## src/rtl/dsp_alu_pkg.sv

```systemverilog
`timescale 1ns/1ps
package dsp_alu_pkg;
    localparam int unsigned DW     = 32;
    localparam int unsigned NREG   = 8;
    localparam int unsigned IDXW   = $clog2(NREG);
    localparam int unsigned SELW   = IDXW - 1;
    localparam int unsigned OPW    = 4;

    typedef enum logic [OPW-1:0] {
        OP_ADD  = 4'd0,
        OP_SUB  = 4'd1,
        OP_ADDC = 4'd2,
        OP_SUBC = 4'd3,
        OP_CMP  = 4'd4,
        OP_COPY = 4'd5,
        OP_ABS  = 4'd6,
        OP_NEG  = 4'd7,
        OP_CLR  = 4'd8
    } alu_op_e;

    typedef logic [NREG-1:0][DW-1:0] regfile_t;

    typedef struct packed {
        regfile_t rf;
        logic     flag;
    } core_state_t;
endpackage

```

## src/rtl/dsp_alu_opnd.sv

```systemverilog
`timescale 1ns/1ps
module dsp_alu_opnd
    import dsp_alu_pkg::*;
(
    input  regfile_t             rf,
    input  logic [OPW-1:0]       op,
    input  logic [SELW-1:0]      src1_sel,
    input  logic [SELW-1:0]      src2_sel,
    output logic [DW-1:0]        opa,
    output logic [DW-1:0]        opb
);
    logic [IDXW-1:0] idx_a;
    logic [IDXW-1:0] idx_b;

    always_comb begin
        idx_a = {1'b0, src1_sel};
        idx_b = {1'b1, src2_sel};
        opa   = rf[idx_a];
        opb   = rf[idx_b];
        case (op)
            OP_COPY, OP_ABS, OP_NEG: opb = '0;
            OP_CLR: begin
                opa = '0;
                opb = '0;
            end
            default: ;
        endcase
    end
endmodule

```

## src/rtl/dsp_alu_arith.sv

```systemverilog
`timescale 1ns/1ps
module dsp_alu_arith
    import dsp_alu_pkg::*;
(
    input  logic [OPW-1:0] op,
    input  logic [DW-1:0]  opa,
    input  logic [DW-1:0]  opb,
    input  logic           flag_in,
    output logic [DW-1:0]  res,
    output logic           res_we,
    output logic           flag_nx,
    output logic           flag_we
);
    logic [DW:0] sum_w;
    logic [DW:0] dif_w;
    logic [DW:0] neg_w;
    logic        cin;

    always_comb begin
        cin   = (op == OP_ADDC || op == OP_SUBC) ? flag_in : 1'b0;
        sum_w = {1'b0, opa} + {1'b0, opb} + {{DW{1'b0}}, cin};
        dif_w = {1'b0, opa} - {1'b0, opb} - {{DW{1'b0}}, cin};
        neg_w = {1'b0, opb} - {1'b0, opa};
        res     = sum_w[DW-1:0];
        res_we  = 1'b0;
        flag_nx = flag_in;
        flag_we = 1'b0;
        case (op)
            OP_ADD, OP_ADDC: begin
                res_we  = 1'b1;
                flag_nx = sum_w[DW];
                flag_we = 1'b1;
            end
            OP_SUB, OP_SUBC: begin
                res     = dif_w[DW-1:0];
                res_we  = 1'b1;
                flag_nx = dif_w[DW];
                flag_we = 1'b1;
            end
            OP_CMP: begin
                flag_nx = (dif_w[DW-1:0] == '0);
                flag_we = 1'b1;
            end
            OP_COPY, OP_CLR: res_we = 1'b1;
            OP_ABS: begin
                res    = opa[DW-1] ? neg_w[DW-1:0] : sum_w[DW-1:0];
                res_we = 1'b1;
            end
            OP_NEG: begin
                res    = neg_w[DW-1:0];
                res_we = 1'b1;
            end
            default: ;
        endcase
    end
endmodule

```

## src/rtl/dsp_alu_core.sv

```systemverilog
`timescale 1ns/1ps
module dsp_alu_core
    import dsp_alu_pkg::*;
(
    input  logic            clk,
    input  logic            rst_n,
    input  logic            alu_valid,
    input  logic [3:0]      alu_op,
    input  logic [1:0]      src1_sel,
    input  logic [1:0]      src2_sel,
    input  logic [2:0]      dst_sel,
    input  logic            ld_valid,
    input  logic [2:0]      ld_dst,
    input  logic [31:0]     ld_data,
    input  logic [2:0]      rd_sel,
    output logic [31:0]     rd_data,
    output logic            flag_out
);
    core_state_t   st_d, st_q;
    logic [DW-1:0] opa, opb, res;
    logic          res_we, flag_nx, flag_we;
    regfile_t      rf_view;

    dsp_alu_opnd u_opnd (
        .rf       (st_q.rf),
        .op       (alu_op),
        .src1_sel (src1_sel),
        .src2_sel (src2_sel),
        .opa      (opa),
        .opb      (opb)
    );

    dsp_alu_arith u_arith (
        .op      (alu_op),
        .opa     (opa),
        .opb     (opb),
        .flag_in (st_q.flag),
        .res     (res),
        .res_we  (res_we),
        .flag_nx (flag_nx),
        .flag_we (flag_we)
    );

    // ALU write first, load write last: the load wins on a shared destination.
    always_comb begin
        st_d = st_q;
        if (alu_valid && res_we)
            st_d.rf[dst_sel] = res;
        if (alu_valid && flag_we)
            st_d.flag = flag_nx;
        if (ld_valid)
            st_d.rf[ld_dst] = ld_data;
    end

    always_ff @(posedge clk) begin
        if (!rst_n)
            st_q <= '0;
        else
            st_q <= st_d;
    end

    assign rf_view  = st_q.rf;
    assign rd_data  = st_q.rf[rd_sel];
    assign flag_out = st_q.flag;
endmodule

```

## config.mk

```make
export PLATFORM = sky130hd
export DESIGN_NAME = dsp_alu_core
export DESIGN_NICKNAME = d
export VERILOG_FILES = /design/src/rtl/dsp_alu_pkg.sv /design/src/rtl/dsp_alu_opnd.sv /design/src/rtl/dsp_alu_arith.sv /design/src/rtl/dsp_alu_core.sv
export SDC_FILE = /design/constraint.sdc
export NUM_CORES = 1
export LEC_CHECK = 0
export CAP_MARGIN = 20
export CORE_ASPECT_RATIO = 1.2
export CORE_MARGIN = 1
export CORE_UTILIZATION = 30
export CTS_CLUSTER_DIAMETER = 100
export CTS_CLUSTER_SIZE = 28
export DETAILED_ROUTE_END_ITERATION = 10
export GPL_ROUTABILITY_DRIVEN = 0
export PLACE_DENSITY = 0.42
export SKIP_LAST_GASP = 1
export SYNTH_ARGS = -nofsm -noshare
export SYNTH_HDL_FRONTEND = slang
export SYNTH_SLANG_ARGS = --single-unit
```

## constraint.sdc

```tcl
create_clock -name clk -period 6.7 [get_ports clk]
set_clock_uncertainty 0.2 [all_clocks]
set_input_delay 1.005 -clock clk [delete_from_list [all_inputs] [get_ports clk]]
set_output_delay 1.005 -clock clk [all_outputs]
set_load 0.02 [all_outputs]
```

==> out/metrics.cfg <==
[yosys]
synthAdderAreaFrac_pct=7.95
seq_area_frac_synth_pct=23.0
synth_seq_cells=257
synth_top_family_by_area=compound AO/OA/AOI/OAI gates
synth_top_area_share_pct=23.0
synth-xor-area-share_pct=1.57
synth-edff-count=0
synth_cells=2794
synth.area.mux_share_pct=14.7
synthArstFlopShare_pct=0
synth_nets=2974
ys_types=94
yosys.area_share.simple_pct=19.9
synth_ff_type=dfxtp_1
synth_area_per_cell_um2=8.00
syn-cell-area_mm2=0.0224
yosys.area.top_type=dfxtp_1
synth.cells.most_frequent=nor2_1 (372), dfxtp_1 (257), nand2_1 (248), a21oi_1 (186), clkbuf_1 (171)
synth_compound_area_share_pct=26.6
yosysWarningCount=0
synthTopCellsByArea=dfxtp_1 (23%), mux4_2 (8.4%), nor2_1 (6.2%)
synth.most_common_cell=nor2_1

[clock_network]
numCtsBuffers=16
cts-resized-gates=0
path_clk_slew_ps=130
clock-root-buffer=clkbuf_16
cts_tree=done
postCtsHoldBufs=0
clock-sinks=257
clock_path_buffers=3
clk_latency_ps=560
postCtsSetupBuffers=0
htree_levels=1

[critical_path]
r2r_slack_ps=1100
worstSetupStartpointType=input pin
path_max_fanout=8
crit_start=alu_op[1]
reg2reg_from=rf_view[246]
reg2reg_to=rf_view[63]
cp.arrival_ps=6590
worstSetupEndpointType=flip-flop
rr_worst_depth=21
required_ps=6980
critical_path_class=in2reg

[sta]
finalCritPeriodShare_pct=94.2
worstMarginPinSlew_ps=1170
fin_hold_ws_ps=341
final.setup.worst_slack_ps=385
setup_viol=0
fin_crit_ps=6310
max_freq_ghz=0.158
maxSlewViolCount=0
rsz0062_at_grt=no
hold_viol=0
tns_ps=0
relSlewSlack_pct=21.7

[die]
die_h_um=301
rows=109
start_util_pct=30.4
dieArea_mm2=0.0756
die_w_um=251
ios=86
core-area_mm2=0.0736

[min_path]
hp-start=rf_view[240]
hold_end=rf_view[240]
hold_depth=2
hold_path.class=reg2reg

[routing]
drt_iter0_drc=1985
via_per_inst=5.96
ant_nets=0
via_count=22600
detail_route.wl_per_cell_um=27.3
drt_first_pass_iters=5
route.detailed.drc=0
finalWirelength_um=103000

[power_and_ir_drop]
powerDensity_mw_per_mm2=191
p_leak_nw=9.80
irDropWorstVdd_uv=168

[cells_and_area]
fin_cells=3791
drive_gt1_share_pct=15.8
n_antenna_cell=0
area_delta_synth_final_pct=14.7
fin_nets=3020

[global_routing]
grt_max_degree=116
antenna_found_initial=6
grt_pass1_vias=22000
track_usage_pct=26.7
grt_pass1_wl_um=151000
overflow=0

[place]
hpwl_um=73700
dp.cells=3764
io_buffer_count=85
pre_cts_ws_ps=-37.2

[job]
cap_violations=0

[outcome]
status=completed

[through the flow]
| stage | power, mW | util [%] | instance area (um^2) |
|---|---|---|---|
| after global placement | 3.63 | 33.9 | 25000 |
| final | 4.89 | 34.8 | 25600 |
| after CTS | 4.89 | 34.8 | 25600 |
| after global routing | 5.11 | 34.8 | 25600 |
| after floorplan | 2.84 | - | 22400 |
| after detailed placement | 3.64 | 34.0 | 25000 |
[logic make-up after synthesis]
kind of cell | count (synthesis)
buffers and inverters | 357
and+or+nand+nor | 956
adders and majority gates | 127
xor gates and xnor gates | 40
DFF | 257
muxes | 216
AOI/OAI and AO/OA | 841
[registers in the layout (all words and copies together) (netlist names)]
| name | count |
|---|---|
| rf_view | 256 |
| flag_out | 1 |
[cells in the final DEF (no fill, tap or decap), types with 43 or more instances in the layout]
| cell | n |
|---|---|
| nand2_1 | 248 |
| mux2_2 | 77 |
| nand4_1 | 43 |
| nor2b_1 | 90 |
| dfxtp_1 | 257 |
| clkdlybuf4s50_1 | 77 |
| o21ai_0 | 150 |
| buf_4 | 168 |
| inv_1 | 123 |
| mux2i_1 | 56 |
| a211oi_1 | 57 |
| a21oi_1 | 186 |
| a21boi_0 | 76 |
| ha_1 | 102 |
| nor2_1 | 359 |
| mux4_2 | 83 |
[worst max-delay path: stages]
cell             delay [ps]
clkdlybuf4s50_1         580
o21ai_1                 230
nor2_1                   60
buf_4                   160
nor3_1                  840
ha_1                    320
inv_1                   100
fa_1                    570
nor4b_1                 350
buf_4                   190
nand4_1                 210
nor3_1                  260
o311ai_0                180
buf_4                   170
o211ai_1                100
xor2_1                  320
nand2_1                 110
a32oi_2                 220
buf_4                   220
nor2_1                   70
o32ai_1                 310
[report_power, final]
| part | switching, mW | leakage [nW] | internal (mW) | total (mW) |
|---|---|---|---|---|
| logic | 1.24 | 7.42 | 0.759 | 2.00 |
| clock network | 0.704 | 0.286 | 0.552 | 1.26 |
| registers | 0.0461 | 2.09 | 1.59 | 1.64 |
| total | 1.99 | 9.80 | 2.90 | 4.89 |
[how the worst max path moves through the flow]
stage                               to  slack, ps  depth (start not counted)
after floorplan           rf_view[118]        980                         20
after global placement     rf_view[63]         30                         21
after detailed placement   rf_view[63]        -40                         21
after CTS                  rf_view[63]        530                         21
after global routing       rf_view[95]        140                         21
final                      rf_view[63]        390                         21
[layer usage]
layer | part of all wire [%] | up-vias | wire length [um] | track usage (%)
li1 | - | 10200 | - | -
met1 | 43 | 11200 | 44000 | 35.3
met2 | 48 | 914 | 49700 | 45.8
met3 | 5.9 | 183 | 6110 | 2.17
met4 | 3.4 | 4 | 3510 | 8.89
met5 | 0.025 | - | 26 | 0
[cell type report]
class / instances / area [um^2]
Tap cell: 943 / 1180
Inverter: 123 / 462
Timing Repair Buffer: 262 / 2320
Multi-Input combinational cell: 2180 / 15900
Clock buffer: 18 / 439
Clock inverter: 8 / 161
Fill cell: 7733 / 48000
Sequential cell: 257 / 5140
Note: power is estimated with default switching activity, not from simulation.
